## src/rtl/tx_ctl_pkg.sv

```systemverilog
package tx_ctl_pkg;
  typedef enum logic [1:0] {
    TXS_HALT = 2'd0,
    TXS_RUN  = 2'd1,
    TXS_XMIT = 2'd2,
    TXS_SUSP = 2'd3
  } txs_e;

  localparam int BIT_STOP = 0;
  localparam int BIT_EN   = 1;
  localparam int BIT_OVR  = 2;
  localparam int BIT_FLD  = 14;
  localparam int BIT_FLS  = 15;
endpackage

```

## src/rtl/tx_ctl_regs.sv

```systemverilog
module tx_ctl_regs
  import tx_ctl_pkg::*;
#(
  parameter int ADDR_W = 8,
  parameter int DATA_W = 32,
  parameter logic [ADDR_W-1:0] OFFSET = 8'h70
) (
  input  logic              clk,
  input  logic              rst,
  input  logic              wr_en,
  input  logic              rd_en,
  input  logic [ADDR_W-1:0] addr,
  input  logic [DATA_W-1:0] wdata,
  input  logic              halt_evt,
  output logic              en_q,
  output logic              stop_q,
  output logic              ovr_q,
  output logic              flush_dat,
  output logic              flush_sts,
  output logic [DATA_W-1:0] rdata
);
  localparam int NFL = 2;

  logic hit_wr, hit_rd;
  logic [DATA_W-1:0] image;
  logic [NFL-1:0] fl_q;

  assign hit_wr = wr_en && (addr == OFFSET);
  assign hit_rd = rd_en && (addr == OFFSET);

  // Flush commands: one pulse register per channel, never held in the image
  generate
    for (genvar g = 0; g < NFL; g++) begin : g_flush
      localparam int POS = (g == 0) ? BIT_FLD : BIT_FLS;
      always_ff @(posedge clk) begin
        if (rst) fl_q[g] <= 1'b0;
        else     fl_q[g] <= hit_wr && wdata[POS];
      end
    end
  endgenerate

  assign flush_dat = fl_q[0];
  assign flush_sts = fl_q[1];

  // Control bits; hardware halt has priority over a software write
  always_ff @(posedge clk) begin
    if (rst) begin
      en_q   <= 1'b0;
      stop_q <= 1'b0;
      ovr_q  <= 1'b0;
    end else begin
      if (halt_evt) begin
        en_q   <= 1'b0;
        stop_q <= 1'b0;
      end else if (hit_wr) begin
        en_q <= wdata[BIT_EN];
        if (!stop_q) stop_q <= wdata[BIT_STOP];
      end
      if (hit_wr) ovr_q <= wdata[BIT_OVR];
    end
  end

  always_comb begin
    image           = '0;
    image[BIT_STOP] = stop_q;
    image[BIT_EN]   = en_q;
    image[BIT_OVR]  = ovr_q;
  end

  always_ff @(posedge clk) begin
    if (rst)         rdata <= '0;
    else if (hit_rd) rdata <= image;
    else             rdata <= '0;
  end
endmodule

```

## src/rtl/tx_ctl_seq.sv

```systemverilog
module tx_ctl_seq
  import tx_ctl_pkg::*;
(
  input  logic       clk,
  input  logic       rst,
  input  logic       en_q,
  input  logic       stop_q,
  input  logic       ovr_q,
  input  logic       frame_start,
  input  logic       frame_end,
  input  logic       sts_full,
  output logic       halt_evt,
  output logic       tx_permit,
  output logic [1:0] tx_state,
  output logic       full_flag
);
  logic busy_q;
  logic blocked;
  txs_e st;

  assign blocked   = sts_full && !ovr_q;
  assign tx_permit = en_q && !stop_q && !busy_q && !blocked;
  // Stop completes when no frame is running, or when the running one ends now
  assign halt_evt  = stop_q && (!busy_q || frame_end);

  always_ff @(posedge clk) begin
    if (rst)                          busy_q <= 1'b0;
    else if (busy_q && frame_end)     busy_q <= 1'b0;
    else if (frame_start && tx_permit) busy_q <= 1'b1;
  end

  always_ff @(posedge clk) begin
    if (rst) full_flag <= 1'b0;
    else     full_flag <= sts_full;
  end

  always_comb begin
    if (busy_q)       st = TXS_XMIT;
    else if (!en_q)   st = TXS_HALT;
    else if (blocked) st = TXS_SUSP;
    else              st = TXS_RUN;
  end

  assign tx_state = st;
endmodule

```

## src/rtl/tx_ctl_reg.sv

```systemverilog
module tx_ctl_reg
  import tx_ctl_pkg::*;
#(
  parameter int ADDR_W = 8,
  parameter int DATA_W = 32,
  parameter logic [ADDR_W-1:0] OFFSET = 8'h70
) (
  input  logic              clk,
  input  logic              rst,
  input  logic              wr_en,
  input  logic              rd_en,
  input  logic [ADDR_W-1:0] addr,
  input  logic [DATA_W-1:0] wdata,
  output logic [DATA_W-1:0] rdata,
  input  logic              frame_start,
  input  logic              frame_end,
  input  logic              sts_full,
  output logic              tx_permit,
  output logic              flush_dat,
  output logic              flush_sts,
  output logic [1:0]        tx_state,
  output logic              full_flag
);
  logic en_q, stop_q, ovr_q, halt_evt;

  tx_ctl_regs #(.ADDR_W(ADDR_W), .DATA_W(DATA_W), .OFFSET(OFFSET)) u_regs (
    .clk(clk), .rst(rst), .wr_en(wr_en), .rd_en(rd_en), .addr(addr),
    .wdata(wdata), .halt_evt(halt_evt), .en_q(en_q), .stop_q(stop_q),
    .ovr_q(ovr_q), .flush_dat(flush_dat), .flush_sts(flush_sts),
    .rdata(rdata)
  );

  tx_ctl_seq u_seq (
    .clk(clk), .rst(rst), .en_q(en_q), .stop_q(stop_q), .ovr_q(ovr_q),
    .frame_start(frame_start), .frame_end(frame_end), .sts_full(sts_full),
    .halt_evt(halt_evt), .tx_permit(tx_permit), .tx_state(tx_state),
    .full_flag(full_flag)
  );
endmodule

```

## config.mk

```make
export PLATFORM = sky130hd
export DESIGN_NAME = tx_ctl_reg
export DESIGN_NICKNAME = d
export VERILOG_FILES = /design/src/rtl/tx_ctl_pkg.sv /design/src/rtl/tx_ctl_regs.sv /design/src/rtl/tx_ctl_seq.sv /design/src/rtl/tx_ctl_reg.sv
export SDC_FILE = /design/constraint.sdc
export NUM_CORES = 1
export LEC_CHECK = 0
export ABC_CLOCK_PERIOD_IN_PS = 1300
export BUFFER_PORTS_ARGS = -buffer_cell sky130_fd_sc_hd__buf_2
export CAP_MARGIN = 20
export CORE_UTILIZATION = 31
export DETAILED_ROUTE_END_ITERATION = 16
export PLACE_DENSITY_LB_ADDON = 0.25
export SYNTH_ARGS = -nofsm -noshare
export SYNTH_HDL_FRONTEND = slang
export SYNTH_HIERARCHICAL = 1
export SYNTH_SLANG_ARGS = --single-unit
```

## constraint.sdc

```tcl
create_clock -name clk -period 1.3 [get_ports clk]
set_input_delay 0.13 -clock clk [delete_from_list [all_inputs] [get_ports clk]]
set_output_delay 0.13 -clock clk [all_outputs]
set_load 0.01 [all_outputs]
```

==> results.md, run 1 <==
Worst setup path:
- The worst setup path endpoint is tx_permit.
- Data on the critical path is required at its endpoint by 1.17 ns.
- The worst setup path is captured at a primary output.
- The number of cells on the worst reg-to-reg path is 2.
- The startpoint of the most critical register-to-register path is u_regs/stop_q.
- The start point of the critical path is u_seq/busy_q.
- At the worst endpoint, the arrival time is 1.09 ns.
- STA classifies the critical path startpoint as a register.
- For flop-to-flop paths, the worst setup slack is 0.39 ns.
- The reg-to-reg critical path endpoint is u_regs/stop_q.
- The worst setup path is of the reg -> out kind.
- The worst-path maximum fanout is 5.

Synthesis:
- Summing the areas of all compound-gate instances in the mapped netlist gives 9.09% of the synthesized area.
- Summing the areas of all fa, ha and maj instances in the mapped netlist gives 0% of the synthesized area.
- For this run, the number of Yosys warnings is 6.
- The simple-gate share of the synthesized area is 25.4%.
- By area the synthesized netlist is led by buf_4, dfxtp_1, o31ai_1, nor4_4, and2_1.
- A synthesized cell averages 9.30 µm².
- The share of synthesized area spent on multiplexers is 0%.
- The post-synth design cell area is 661 µm².
- The biggest area consumer among synthesized cells is buf_4.
- After Yosys synthesis, XOR and XNOR cells account for 0% of the synthesized area.
- After synthesis, the netlist uses 24 different library cells.
- After synthesis, the largest family of logic cells by area is buffers and inverters.
- In the synthesized netlist, the number of instances is 71.
- Counting flops and latches in the post-synthesis netlist gives 10.
- Sequential elements use 30.3% of the synthesized area.
- The top cell type by area accounts for 33.0% of the synthesized area.

STA:
- Setup violations remaining at the end of the flow were counted as 0.
- The number of pins exceeding their max-slew limit in the final report is 0.
- The final period demand of the worst path is 1.22 ns.
- Static timing analysis puts the maximum clock frequency at 819 MHz.
- Of the available clock period, the critical path in the final layout requires 94.0%.
- The accumulated negative setup slack is 0 ns.
- The final number of hold-violating endpoints was 0.
- For the final database, setup skew stands at 0.00320 ns.
- Setup repair after global routing left no endpoint under its margin.

Clock network:
- The clock-pin transition on the worst setup and hold timing paths is 0.06 ns.
- TritonCTS built the clock tree.
- In this run, post-CTS hold repair placed 0 buffers.
- The depth of the CTS H-tree is 1.
- The total setup buffers inserted after CTS is 0.
- The TritonCTS buffer count is 3.
- The cell chosen for the clock root is clkbuf_4.
- The number of clock sinks is 10.
- The number of resized instances in the post-cts repair step is 0.
- The insertion delay to the later sink of the worst-skew pair is 0.25 ns.
- The number of buffers on the longest clock path is 2.

Placement:
- The final weighted congestion in routability-driven placement is 0.644.
- Port buffering added 28 buffers.
- Once placement completed, the tool counted placed cells totaling 126.
- The half-perimeter wire length of the detailed placement result is 922 µm.

Final layout:
- The utilization of the core after routing is 38.3%.
- 0 antenna diodes ended up in the layout.
- Relative to the synthesized area, the layout overhead comes to 15.0%.
- The number of fill cells is 211.
- The net count of the finished layout is 151.
- The post-route netlist has 38.2% of its cells at a drive strength greater than 1.
- The non-filler instance count after layout is 129.

GRT:
- The first global-routing pass estimated 1.36 mm of wire.
- The remaining global-route overflow is 0.
- Entering global routing, the biggest net connects 9 pins.
- The number of global-route vias before repair is 344.
- The initial antenna violation count came to 0.
- For this run, the total global-route usage over all layers was measured as 8.45%.

Pwr:
- Summed over all cells, the static leakage comes to 0.406 nW.
- The largest vdd supply drop is 0.383 mV.
- Power spread over the standard cell area amounts to 782 mW/mm².
- The design draws 0.594 mW.

Detailed routing:
- The total iterations of the first detailed-routing run is 4.
- The total number of vias is 517.
- In the routed design, unresolved DRC markers number 0.
- The detailed router finished its first iteration with 8 violations.
- The count of nets left with antenna violations once routing finished came out at 0.
- The final layout contains routed wiring with a total length of 1.05 mm.
- The average detailed-routed wire length per instance is 8.16 µm.
- The number of vias per cell after detailed routing is 4.01.

Die:
- The die area is 0.00232 mm².
- The die is 48.2 µm tall.
- In this run the core area contains 16 standard-cell rows.
- The initial core utilization is 33.3%.
- The width of the chip is 48.2 µm.
- In this run the standard cell core region covers 0.00198 mm².
- The I/O pin count is 85.

Worst hold path:
- The worst hold path passes through 2 cells.
- The min-delay analysis places its worst path in the category in -> reg.

Job:
- Across the run, the number of max-cap violations was 0.

Outcome:
- The run finished with clean final reports.
## where the power goes
group          internal (mW)  total (mW)  switching (mW)
clock network          0.106       0.192          0.0863
registers              0.308       0.309        0.000534
logic                 0.0298      0.0933          0.0635
## final cells by class
cell class                 instances  area (µm²)  share of cell area, %
sequential                        10         203                   26.7
clock buffer                       3        22.5                   2.97
timing repair buffer              29         148                   19.4
multi-input combinational         57         342                   45.0
inverter                           3        11.3                   1.48
tap                               27        33.8                   4.45
## worst max-delay path: stages (launching register included)
cell	delay [ns]
dfxtp_2	0.34
and2b_2	0.22
nor3b_2	0.14
buf_2	0.14
## sequential cells by signal (all words and copies together), names as in the netlist
signal,count
u_seq/busy_q,1
u_regs/rdata,3
u_regs/flush_dat,1
u_seq/full_flag,1
u_regs/flush_sts,1
u_regs/en_q,1
u_regs/ovr_q,1
u_regs/stop_q,1
## through the flow
stage	instance area (µm²)	setup slack (ns)	hold WS, ns
floorplan	766	0.157	0.199
global placement	729	-0.0121	0.357
detailed placement	729	-0.0125	0.372
CTS	752	0.00114	0.107
global route	759	0.0213	0.103
finish	759	0.0784	0.111
## synth_stat cells (all sizes together)
| library cell | n |
|---|---|
| a21oi | 1 |
| nor4 | 1 |
| nand4bb | 1 |
| inv | 3 |
| buf | 29 |
| or3b | 1 |
| nand4 | 2 |
| nor2b | 2 |
| conb | 1 |
| nor4bb | 1 |
| or4bb | 1 |
| nor3b | 1 |
| nor3 | 2 |
| dfxtp | 10 |
| and3 | 2 |
| or4b | 1 |
| a21o | 1 |
| a21boi | 1 |
| a41oi | 1 |
| a211oi | 1 |
| o31ai | 3 |
| and2b | 1 |
| and2 | 3 |
| nor4b | 1 |
## cells by family (layout without fill, tap and decap cells)
group           Yosys count  count (layout)
buf+inv                  32              35
simple gates             20              20
flops                    10              10
compound gates            8               8
other cells               1              29
## layer usage
metal,routed length (µm),up-vias,part of all wire (%),track usage (%)
li1,-,254,-,-
met1,436,225,41,10.0
met2,499,36,47,13.6
met3,112,2,11,2.22
met4,4,0,0.38,5.00
met5,0,-,0,0
## cell usage in the layout, fill, tap and decap left out, types with 2 or more instances in the layout
cell type  Yosys  final
and3_1         2      2
buf_2          0     28
and2_1         3      3
o31ai_1        3      3
nand4_1        2      2
clkbuf_4       0      3
conb_1         1     29
inv_1          3      3
nor2b_1        2      2
nor3_1         2      2
dfxtp_2        0      2
dfxtp_1       10      8
## how the worst min path moves through the flow
| stage | slack, ns | startpoint | to |
|---|---|---|---|
| CTS | 0.11 | wdata[14] | u_regs/flush_dat |
| floorplan | 0.20 | rst | u_regs/ovr_q |
| finish | 0.11 | wdata[14] | u_regs/flush_dat |
| global placement | 0.36 | sts_full | u_seq/full_flag |
| global route | 0.10 | wdata[14] | u_regs/flush_dat |
| detailed placement | 0.37 | wdata[14] | u_regs/flush_dat |
(Power assumes the default switching activity.)
==> run 2: changes to the inputs <==
- ABC_AREA: unset -> 1
- CORE_UTILIZATION: 31 -> 30
==> results.md, run 2 <==
STA:
- The worst setup margin is 0.145 ns.
- The minimum hold slack is 0.0887 ns.
- The number of pins exceeding their max-slew limit in the final report came to 0.
- The number of failing setup endpoints in the final timing report is 0.
- After routing, the total negative slack on setup checks comes to 0 ns.
- Setup repair after global routing left no endpoint under its margin.
- The final period demand of the worst path is 1.15 ns.
- The timing-limited maximum frequency is 866 MHz.
- Between clock sinks in the finished design, the worst skew comes to 0.00411 ns.
- The period utilization is 88.8%.
- The final number of hold-violating endpoints was 0.

Detailed routing:
- Once detail routing completed, the nets flagged for antenna violations numbered 0.
- The routed design has 1.01 mm of wire.
- Before antenna repair, the detailed router went through 3 iterations.
- After detailed routing, the average wire length per cell comes to 6.82 µm.
- In the routed design, unresolved DRC markers number 0.
- The met2 wirelength from detailed routing is 429 µm.
- The first-iteration detailed-routing DRC count is 2.
- The number of vias per cell after detailed routing is 3.52.
- The highest metal layer with signal wires is met4.
- The detailed-routing wirelength on met1 is 432 µm.
- The routed layout has 521 vias.
- Summed over all nets, wire length on met3 after detailed routing comes to 141 µm.

Placement:
- At the end of routability-driven placement, the weighted congestion stood at 0.724.
- At the placement stage, the worst setup path has a slack of 0.375 ns.
- The number of placed instances, taps included, is 145.
- The instance area at placement is 703 µm².
- During placement, the flow inserted port buffers numbering 28.
- The half-perimeter wire length of the detailed placement result is 885 µm.

Synthesis:
- The register bit total from synthesis is 10.
- The post-synth design cell area is 642 µm².
- The mean post-synth cell area is 7.05 µm².
- Sorting the synthesized cells by how often they occur yields buf_4, inv_1, nand2_1.
- In the post-synthesis netlist, the biggest area contributors are buf_4, dfxtp_1, inv_1, nand2_1, nor2_1.
- After synthesis, flip-flops and latches occupy 31.2% of the total area.
- Counting flops with an async set or reset pin after synthesis yields a share of 0%.
- The library cell with the highest instance count after synthesis is buf_4.
- The number of distinct library cells after synthesis is 11.
- Among all flip-flop cells after synthesis, the most frequent one is dfxtp_1.
- Counting flops with a built-in enable in the synthesized netlist gives 0.
- The number of cells produced by synthesis is 91.
- The biggest area consumer among synthesized cells is buf_4.
- For this run, the number of Yosys warnings is 6.
- The share of Yosys cell area claimed by the top area cell type is 33.9%.

Final layout:
- The non-filler instance count after layout is 148.
- Summing all flip-flop and latch instances after layout gives 200 µm².
- 0 antenna diodes ended up in the layout.
- In the final layout, the multi-input gates occupy 273 µm².
- The post-synthesis to final-layout area growth is 13.1%.
- The number of flip-flops in the largest register is 3.
- In the layout the commonest cells are conb_1, buf_2, inv_1.
- Ranked by flip-flop count, first place goes to u_regs/rdata.
- The utilization of the core after routing is 36.6%.
- The post-route netlist has 28.9% of its cells at a drive strength greater than 1.
- The net count of the finished layout is 170.
- With fillers left out, the area of the finished cells amounts to 726 µm².
- The most common cell after layout, fill and taps aside is conb_1.
- After filler insertion, the fill cell instance count of the layout stands at 217.

Clock network:
- The cell chosen for the clock root is clkbuf_4.
- The quantity of hold-fixing buffers added after cts is 0.
- The total setup buffers inserted after CTS is 0.
- CTS built an H-tree with a depth of 1.
- The TritonCTS buffer count is 3.
- The clock passes through at most 2 buffers.
- The number of clock sinks is 10.
- The insertion delay to the later sink of the worst-skew pair is 0.25 ns.
- The number of resized instances in the post-cts repair step is 0.
- The TritonCTS clock tree is done.
- The clock-pin transition on the worst setup and hold timing paths is 0.06 ns.

Pwr:
- The part of the total power dissipated in sequential elements is 52.0%.
- The clock network fraction of design power is 33.0%.
- For this design the ratio of total power to cell area is 817 mW/mm².
- The total power is 0.593 mW.
- The largest vdd supply drop is 0.278 mV.
- The total internal power is 0.441 mW.
- The share of total power dissipated in combinational logic is 15.0%.
- The analysis attributes to net switching a power of 0.152 mW.
- The fraction of power spent switching nets is 25.6%.
- The analysis attributes to cell leakage a power of 0.436 nW.

Worst setup path:
- The type of element launching the critical path is a register.
- The flop-to-flop setup slack is 0.47 ns.
- The startpoint of the most critical register-to-register path is u_seq/busy_q.
- In this run the critical register-to-register path is captured at u_regs/stop_q.
- The type of the setup path with the least slack is reg -> out.
- The worst register-to-register path has a depth of 4.
- STA puts the critical path data arrival time at 1.02 ns.
- The required arrival time at the worst endpoint is 1.17 ns.
- The worst-path maximum fanout is 3.
- The category of the worst setup path capture point is a primary output.

Worst hold path:
- The class of the tightest hold or removal check is in -> reg.
- The worst hold path terminates at u_seq/full_flag.
- The worst hold path was traced through 2 stages.
- The startpoint identified for the worst hold timing path is rst.

GRT:
- For this run the aggregate overflow at the end of global routing stands at 0.
- The first-pass GRT wire length is 1.30 mm.
- In the global route stage, overall resource usage came out at 8.44%.
- The number of global-route vias before repair is 313.
- The initial antenna violation count is 0.
- Entering global routing, the biggest net connects 7 pins.

Job:
- The max capacitance violation total is 0.

Die:
- The die covers 0.00233 mm².
- The total number of placement rows is 16.
- The I/O pin count is 85.
- For this configuration, the core starts out at a cell density of 32.4%.
- The floorplan step defined a core boundary enclosing 0.00198 mm².
- In this run the vertical extent of the chip is 48.3 µm.
- The width of the chip is 48.3 µm.

Outcome:
- The flow ran to the end, and the final reports show no timing, DRC or antenna violations.
[run 2: metal layers]
layer  vias to the layer above  track usage [%]
li1                        271                -
met1                       212             11.3
met2                        36             10.9
met3                         2             2.59
met4                         0             6.67
met5                         -                0
[run 2: worst max path at each step]
stage,cells past startpoint,slack [ns],from,end
floorplan,4,0.42,u_regs/en_q,tx_permit
global placement,7,0.39,addr[2],u_regs/en_q
detailed placement,8,0.37,addr[3],u_regs/en_q
CTS,5,0.12,u_regs/en_q,tx_permit
global route,5,0.07,u_regs/en_q,tx_permit
finish,5,0.15,u_regs/en_q,tx_permit
[run 2: power by group through the flow]
stage	Combinational [mW]	Sequential, mW	Clock, mW
6_report	0.0890	0.309	0.196
3_3_place_gp	0.0877	0.316	0
5_1_grt	0.103	0.309	0.225
4_1_cts	0.0885	0.309	0.211
2_1_floorplan	0.118	0.317	0
3_5_place_dp	0.0882	0.316	0
[run 2: critical path: stages, from the launching register on]
cell and delay, ns:
dfxtp_1 0.32, inv_1 0.06, nor2_2 0.11, nand2_1 0.06, nor2_1 0.08, buf_2 0.13
[run 2: cell type report]
type | count | area share [%]
Clock buffer | 3 | 3.10
Inverter | 15 | 7.76
Multi-Input combinational cell | 65 | 37.6
Sequential cell | 10 | 27.6
Tap cell | 27 | 4.66
Timing Repair Buffer | 28 | 19.3
[run 2: kinds of logic (layout without fill, tap and decap cells)]
| kind of cell | Yosys count | in the layout | synth area share [%] |
|---|---|---|---|
| AND/OR/NAND/NOR | 32 | 32 | 22.0 |
| buffers and inverters | 44 | 46 | 42.7 |
| AO/OA/AOI/OAI | 4 | 4 | 3.51 |
| other | 1 | 29 | 0.584 |
| flip-flops | 10 | 10 | 31.2 |
